**src/rtl/agu_pkg.sv**
```systemverilog
// Shared types for the indirect pointer address generator.
// Assumes the mode encoding is fixed by the instruction decoder upstream.
package agu_pkg;
    typedef enum logic [1:0] {
        PM_PLAIN   = 2'd0,
        PM_PREDEC  = 2'd1,
        PM_POSTINC = 2'd2,
        PM_DISP    = 2'd3
    } ptr_mode_e;
endpackage

```
**src/rtl/agu_mode_filter.sv**
```systemverilog
// Resolves the effective mode and write-back index for a request.
// Program-memory reads keep only post-increment and always use pair Z_IDX.
// Assumes ptr_idx names the pair by either of its two register indices.
module agu_mode_filter
    import agu_pkg::*;
#(
    parameter int IDX_W = 5,
    parameter int Z_IDX = 30
) (
    input  logic             prog,
    input  ptr_mode_e        mode,
    input  logic [IDX_W-1:0] ptr_idx,
    output ptr_mode_e        eff_mode,
    output logic [IDX_W-1:0] wb_idx
);
    localparam logic [IDX_W-1:0] EVEN_MASK = ~IDX_W'(1);

    // Pick the mode and pair that the arithmetic stage must serve.
    always_comb begin
        if (prog) begin
            eff_mode = (mode == PM_POSTINC) ? PM_POSTINC : PM_PLAIN;
            wb_idx   = IDX_W'(Z_IDX);
        end else begin
            eff_mode = mode;
            wb_idx   = ptr_idx & EVEN_MASK;
        end
    end
endmodule

```
**src/rtl/agu_ptr_arith.sv**
```systemverilog
// Pointer arithmetic: effective address, next pointer value and update flag.
// All sums wrap modulo 2**AW. The displacement is zero-extended.
module agu_ptr_arith
    import agu_pkg::*;
#(
    parameter int AW     = 16,
    parameter int DISP_W = 6
) (
    input  logic [AW-1:0]     ptr,
    input  ptr_mode_e         mode,
    input  logic [DISP_W-1:0] disp,
    output logic [AW-1:0]     ea,
    output logic [AW-1:0]     next_ptr,
    output logic              upd
);
    localparam int PAD_W = AW - DISP_W;

    logic [AW-1:0] dec_v;
    logic [AW-1:0] inc_v;
    logic [AW-1:0] off_v;

    // Candidate values, one adder each.
    always_comb begin
        dec_v = ptr - AW'(1);
        inc_v = ptr + AW'(1);
        off_v = ptr + {{PAD_W{1'b0}}, disp};
    end

    // Select address and write-back per mode.
    always_comb begin
        ea       = ptr;
        next_ptr = ptr;
        upd      = 1'b0;
        unique case (mode)
            PM_PLAIN:   ea = ptr;
            PM_PREDEC:  begin ea = dec_v; next_ptr = dec_v; upd = 1'b1; end
            PM_POSTINC: begin ea = ptr;   next_ptr = inc_v; upd = 1'b1; end
            PM_DISP:    ea = off_v;
            default:    ea = ptr;
        endcase
    end
endmodule

```
**src/rtl/agu_out_stage.sv**
```systemverilog
// Output register stage: strobe, address and write-back fields.
// Fields hold while idle; strobe and enable fall when no request is present.
module agu_out_stage #(
    parameter int AW    = 16,
    parameter int IDX_W = 5
) (
    input  logic             clk,
    input  logic             rst_n,
    input  logic             req,
    input  logic [AW-1:0]    ea,
    input  logic [AW-1:0]    next_ptr,
    input  logic             upd,
    input  logic [IDX_W-1:0] idx,
    output logic             strb,
    output logic [AW-1:0]    addr,
    output logic             wb_en,
    output logic [AW-1:0]    wb_val,
    output logic [IDX_W-1:0] wb_idx
);
    // Register one result per accepted request.
    always_ff @(posedge clk) begin
        if (!rst_n) begin
            strb   <= 1'b0;
            wb_en  <= 1'b0;
            addr   <= '0;
            wb_val <= '0;
            wb_idx <= '0;
        end else begin
            strb  <= req;
            wb_en <= req & upd;
            if (req) begin
                addr   <= ea;
                wb_val <= next_ptr;
                wb_idx <= idx;
            end
        end
    end
endmodule

```
**src/rtl/ptr_addr_gen.sv**
```systemverilog
// Indirect pointer address generator top.
// Forms a data or program-memory address from a register-pair pointer and
// the value written back to that pair; one cycle of latency.
// Assumes the register file applies wb_* on the cycle strb_o is high.
module ptr_addr_gen
    import agu_pkg::*;
#(
    parameter int BYTE_W = 8,
    parameter int DISP_W = 6,
    parameter int IDX_W  = 5,
    parameter int Z_IDX  = 30
) (
    input  logic              clk,
    input  logic              rst_n,
    input  logic              req_i,
    input  logic              prog_i,
    input  logic [1:0]        mode_i,
    input  logic [DISP_W-1:0] disp_i,
    input  logic [BYTE_W-1:0] ptr_lo_i,
    input  logic [BYTE_W-1:0] ptr_hi_i,
    input  logic [IDX_W-1:0]  ptr_idx_i,
    output logic              strb_o,
    output logic [2*BYTE_W-1:0] addr_o,
    output logic              wb_en_o,
    output logic [BYTE_W-1:0] wb_lo_o,
    output logic [BYTE_W-1:0] wb_hi_o,
    output logic [IDX_W-1:0]  wb_idx_o
);
    localparam int AW = 2 * BYTE_W;

    ptr_mode_e        eff_mode;
    logic [IDX_W-1:0] sel_idx;
    logic [AW-1:0]    ptr;
    logic [AW-1:0]    ea;
    logic [AW-1:0]    next_ptr;
    logic             upd;
    logic [AW-1:0]    wb_val;

    // Join the pair: high byte above low byte.
    always_comb ptr = {ptr_hi_i, ptr_lo_i};

    agu_mode_filter #(.IDX_W(IDX_W), .Z_IDX(Z_IDX)) u_filter (
        .prog     (prog_i),
        .mode     (ptr_mode_e'(mode_i)),
        .ptr_idx  (ptr_idx_i),
        .eff_mode (eff_mode),
        .wb_idx   (sel_idx)
    );

    agu_ptr_arith #(.AW(AW), .DISP_W(DISP_W)) u_arith (
        .ptr      (ptr),
        .mode     (eff_mode),
        .disp     (disp_i),
        .ea       (ea),
        .next_ptr (next_ptr),
        .upd      (upd)
    );

    agu_out_stage #(.AW(AW), .IDX_W(IDX_W)) u_out (
        .clk      (clk),
        .rst_n    (rst_n),
        .req      (req_i),
        .ea       (ea),
        .next_ptr (next_ptr),
        .upd      (upd),
        .idx      (sel_idx),
        .strb     (strb_o),
        .addr     (addr_o),
        .wb_en    (wb_en_o),
        .wb_val   (wb_val),
        .wb_idx   (wb_idx_o)
    );

    // Split the write-back value back into its two bytes.
    always_comb begin
        wb_lo_o = wb_val[BYTE_W-1:0];
        wb_hi_o = wb_val[AW-1:BYTE_W];
    end
endmodule

```
**config.mk**
```make
export PLATFORM = sky130hd
export DESIGN_NAME = ptr_addr_gen
export DESIGN_NICKNAME = d
export VERILOG_FILES = /design/src/rtl/agu_pkg.sv /design/src/rtl/agu_mode_filter.sv /design/src/rtl/agu_ptr_arith.sv /design/src/rtl/agu_out_stage.sv /design/src/rtl/ptr_addr_gen.sv
export SDC_FILE = /design/constraint.sdc
export NUM_CORES = 1
export LEC_CHECK = 0
export CAP_MARGIN = 20
export CORE_ASPECT_RATIO = 2
export CORE_MARGIN = 8
export CORE_UTILIZATION = 54
export DETAILED_ROUTE_END_ITERATION = 6
export PLACE_DENSITY_LB_ADDON = 0.3
export SETUP_SLACK_MARGIN = 0.3
export SLEW_MARGIN = 20
export SYNTH_ARGS = -nofsm -noshare
export SYNTH_HDL_FRONTEND = slang
export SYNTH_SLANG_ARGS = --single-unit
```
**constraint.sdc**
```tcl
create_clock -name clk -period 6.2 [get_ports clk]
set_clock_uncertainty 0.15 [all_clocks]
set_input_delay 1.55 -clock clk [delete_from_list [all_inputs] [get_ports clk]]
set_output_delay 1.55 -clock clk [all_outputs]
set_load 0.02 [all_outputs]
```
After elaboration in Yosys (flattened, before gate mapping)
Index checks and enable logic that the tools add are counted.
W data, S select, Z words.

operators by class
  reduce and logical (&&, ||, !) cells = 3
  eq/ne operators = 4
  add/sub/neg operators = 3
  bitwise logic cells = 1
  multiplexer cells = 6

operators with widths
  cell                     count
  $pmux W16 S3             1
  $pmux W16 S2             1
  $add A16 B1 Y16 const B  1
  $add A16 B6 Y16          1
  $sub A16 B1 Y16 const B  1
  $eq A2 B2 Y1 const B     3
  $mux W5                  1
  $mux W2                  2
  $reduce_or A2 Y1         2
  $eq A2 B1 Y1 const B     1
  $logic_not A2 Y1         1
  $and A1 B1 Y1            1
  $mux W1                  1

word-level totals
  input port bits = 33
  word-level logic and storage cells = 22
  register bits after elaboration = 39
  output and inout bits = 39

Depth between registers and ports, before layout
  word-level depth = 7
  mapped depth = 8
  gate-level depth less buffers = 7

Hierarchy
Synthesis repeated with hierarchy kept, for this count alone.

second synthesis, totals
  cell total of the unflattened synthesis = 424
  area total of the unflattened synthesis = 3489.6 um^2

modules (own cells, without submodules)
  module           cells each  area each (um^2)  instances  seq. area each (um^2)
  agu_ptr_arith    292         1965.6            1          0.0
  agu_out_stage    124         1473.9            1          780.7
  agu_mode_filter  8           50.0              1          0.0

Least setup slack after synthesis
OpenSTA, ideal clock, no wires.

  path type = input to register
  start point = in ptr_lo_i[0]
  end point = reg u_out.addr[12]
  required time = 5.964 ns
  stages on the path = 8
  path buffers = 1
  arrival time = 3.104 ns
  path slack = 2.859 ns
  library setup time = 0.086 ns
  cells stage by stage = clkbuf_1 -> inv_1 -> ha_1 -> or4b_4 -> nor2_4 -> and2_1 -> xnor2_1 -> a221oi_2

on the way
  longest elaborated chain between the ends = 2
  elaborated cells on any way between the ends = 3
  classes of those cells = add/sub (2); mux (1)

ends and longest elaborated chain
  item                                                line                                      RTL
  start: declaration                                  ptr_addr_gen.sv:19                        input logic [BYTE_W-1:0] ptr_lo_i,
  $add A16 B6 Y16 or $sub A16 B1 Y16 (tied branches)  agu_ptr_arith.sv:26, agu_ptr_arith.sv:24
  $pmux W16 S3 (*)                                    agu_ptr_arith.sv:34                       unique case (mode)
  end signal: assignment                              agu_out_stage.sv:25                       addr <= '0;
  end signal: assignment                              agu_out_stage.sv:32                       addr <= ea;
  end: declaration                                    agu_out_stage.sv:15                       output logic [AW-1:0] addr,

Every way passes the cells marked *; elsewhere a longest branch is shown, timed or not.
A chain may end at the register's enable or synchronous reset.

Worst setup path in the final report
  start point = in mode_i[1]
  end point = reg u_out.wb_val[11]

on the way
  longest elaborated chain between the ends = 5
  elaborated cells on any way between the ends = 6
  classes of those cells = eq/ne (3); mux (3)

ends and longest elaborated chain
  item                                          line                   RTL
  start: declaration                            ptr_addr_gen.sv:17     input logic [1:0] mode_i,
  $eq A2 B2 Y1                                  agu_mode_filter.sv:21  eff_mode = (mode == PM_POSTINC) ? PM_POSTINC : PM_PLAIN;
  $mux W2                                       agu_mode_filter.sv:21
  $mux W2 (*)                                   agu_mode_filter.sv:20  if (prog) begin
  $eq A2 B2 Y1 or $eq A2 B1 Y1 (tied branches)  agu_ptr_arith.sv:34
  $pmux W16 S2 (*)                              agu_ptr_arith.sv:34
  end signal: assignment                        agu_out_stage.sv:33    wb_val <= next_ptr;
  end: declaration                              agu_out_stage.sv:17    output logic [AW-1:0] wb_val,

Marks and branches as above.

==> qor.yml <==
outcome:
  status: "finished clean"
cts:
  post-cts-setup-buffer-count: 0
  cts_tree: "built"
  clock-sinks: 38
  clk_latency_ps: 300
  clock_path_buffers: 2
  cts.clk_slew.worst_paths_ps: 70
  cts-root-buf: "clkbuf_8"
  htreeDepth: 2
  cts_resized: 0
  cts_buffers: 5
  cts_hold_buf: 0
setup_path:
  crit_fanout: 25
  end_kind: "flop"
  critPathTopFamily: "simple AND/OR/NAND/NOR gates"
  crit_path_start_kind: "input pin"
  critPathBufInv: 1
  cp_cell_sequence: "clkdlybuf4s50_1 -> nor3b_2 -> nand3_1 -> o32ai_1 -> nand4b_1 -> o211ai_1"
  crit_arrival_ps: 4350
  path_class: "input pin to flop"
  slowest_delay_ps: 920
  cp.required_ps: 6270
  cp_slowest_cell: "nor3b_2"
sta:
  slew_viol_final: 0
  post-route-min-period_ps: 4280
  fin_tns_setup_ps: 0
  setup_ws_ps: 1920
  finalSetupViolations: 0
  tightestPinTransition_ps: 992
  fin_crit_sh: 0.690
  rsz0062_at_grt: "no"
  relSlewSlack: 0.338
  fmax_ghz: 0.234
  hold_viol_final: 0
place:
  io_buffers: 69
  gp_routability_congestion: 0.958
  place_hpwl_um: 6500
  pre_cts_slack_ps: 1670
  placed_cell_area_sq_mm: 0.00352
pwr:
  power_leakage_nw: 1.26
  p_per_area_mw_per_mm2: 181
  peakVddDrop_v: 0.000172
  p_total_mw: 0.652
cells_and_area:
  seq_area_sq_um: 761
  area_growth_pct: 23.6
  num-fill-cells: 468
  n_antenna_cell: 0
  postLayoutCellArea_sq_mm: 0.00361
  drive_above_1_share: 0.0652
  multiInputGateArea_sq_mm: 0.00198
  layout.nets: 457
global_route:
  grt_overflow: 0
  grt_pass1_wl_um: 14700
  grt_usage: 0.225
  grt_max_degree: 61
  antenna_found_initial: 0
  grt_pass1_vias: 2927
floorplan:
  rows: 38
  die_h_um: 120
  boundaryPins: 72
  start_util: 0.548
  die_width_um: 68.0
  core_sq_mm: 0.00533
  die-area_sq_mm: 0.00816
detailed_routing:
  avgRoutedWirePerCell_um: 18.9
  routed_wl_um: 8940
  detail_route.first_pass.iterations: 5
  drtAntennaViolNets: 0
  drtIter0Drc: 200
  vias: 2974
  viasPerCell: 6.27
  drc: 0
yosys:
  synth_top_area_cell: "dfxtp_1"
  syn_inst: 371
  synth_nets: 413
  synth-edff-count: 0
  yosys-top-cells-count: "dfxtp_1 (38), o21ai_0 (38), nand2_1 (26)"
  syn_avg_cell_area_sq_um: 7.87
  synth_ff_type: "dfxtp_1"
  ys_types: 70
  yosys.area.top_type_share: 0.261
  synth_area_sq_mm: 0.00292
  async_flop_share: 0
  ys_top_cells_by_area: "dfxtp_1 (26%), o21ai_0 (6.5%), ha_1 (3.4%)"
  ys_ff_latch: 38
  ys_seq_area_frac: 0.261
  yosysWarnings: 0
min_path:
  min_path_type: "flop to flop"
flow_run:
  max_cap_violations: 0
[per-stage QoR]
stage / utilization / cells / hold slack [ps]
2_1_floorplan: - / 371 / 371
3_5_place_dp: 0.662 / 468 / 304
5_1_grt: 0.677 / 474 / 367
3_3_place_gp: 0.662 / 468 / 284
6_report: 0.677 / 474 / 315
4_1_cts: 0.677 / 474 / 318
[worst register-to-register path, cell delays in order (launching register included)]
cell and delay, ps:
dfxtp_1 320, o21ai_0 120, or3_1 360, or4_1 410
o211ai_1 110
[where the power goes]
group,total [mW],internal (mW),leakage [nW],switching (mW)
clock network,0.175,0.0858,0.0431,0.0890
logic,0.206,0.0891,0.907,0.117
registers,0.270,0.262,0.315,0.00845
[cells by family (layout without fill, tap and decap cells)]
| logic type | Yosys count | count (layout) | share of synthesized area |
|---|---|---|---|
| adders and majority gates | 9 | 9 | 0.0412 |
| other | 1 | 1 | 0.00128 |
| and+or+nand+nor | 140 | 140 | 0.285 |
| DFF | 38 | 38 | 0.261 |
| buffers and inverters | 38 | 81 | 0.0622 |
| xor gates and xnor gates | 19 | 19 | 0.0570 |
| muxes | 9 | 9 | 0.0313 |
| AOI/OAI and AO/OA | 117 | 117 | 0.262 |
[flip-flops by register name, summed over array words and instances (netlist names)]
name / cells
u_out.addr: 16
u_out.wb_idx: 4
u_out.wb_en: 1
u_out.wb_val: 16
u_out.strb: 1
[layout make-up]
type / count / area share
inverter: 5 / 0.00520
tap: 60 / 0.0208
multi-input combinational: 295 / 0.548
timing repair buffer: 70 / 0.192
clock buffer: 6 / 0.0229
sequential: 38 / 0.211
[path summary, 6_finish.rpt]
kind	from	endpoint	slack [ps]	depth (start not counted)
worst min-delay path	u_out.wb_val[14]	u_out.wb_val[14]	320	2
worst min register to register	u_out.wb_val[14]	u_out.wb_val[14]	320	2
worst max-delay path	mode_i[1]	u_out.wb_val[11]	1920	6
worst max register to register	u_out.addr[8]	u_out.addr[8]	4640	4
[layout by cell type (no fill, tap or decap), drive strengths merged, types with 3 or more instances in the layout]
cell	n
dfxtp	38
or2	3
or4	5
a32oi	3
a221oi	3
clkbuf	6
o2111ai	4
o21a	4
nand3	10
clkdlybuf4s50	68
nand4	6
nand3b	8
o31ai	3
and2	4
or3	5
a21boi	6
nor4	8
xnor2	11
inv	5
mux2i	8
a21o	3
nand4b	3
o211ai	8
nor3	14
o21ai	40
nand2b	4
xor2	8
ha	8
a211oi	4
a31oi	5
nor3b	4
nor2b	9
nor2	24
a21oi	20
nand2	26
[layer usage]
layer / part of all wire / vias to the layer above / GRT usage
met5: 0 / - / 0
met3: 0.071 / 23 / 0.0514
li1: - / 1465 / -
met2: 0.48 / 123 / 0.351
met1: 0.41 / 1363 / 0.284
met4: 0.033 / 0 / 0.0955
No activity file was read; power rests on OpenSTA's default activity.
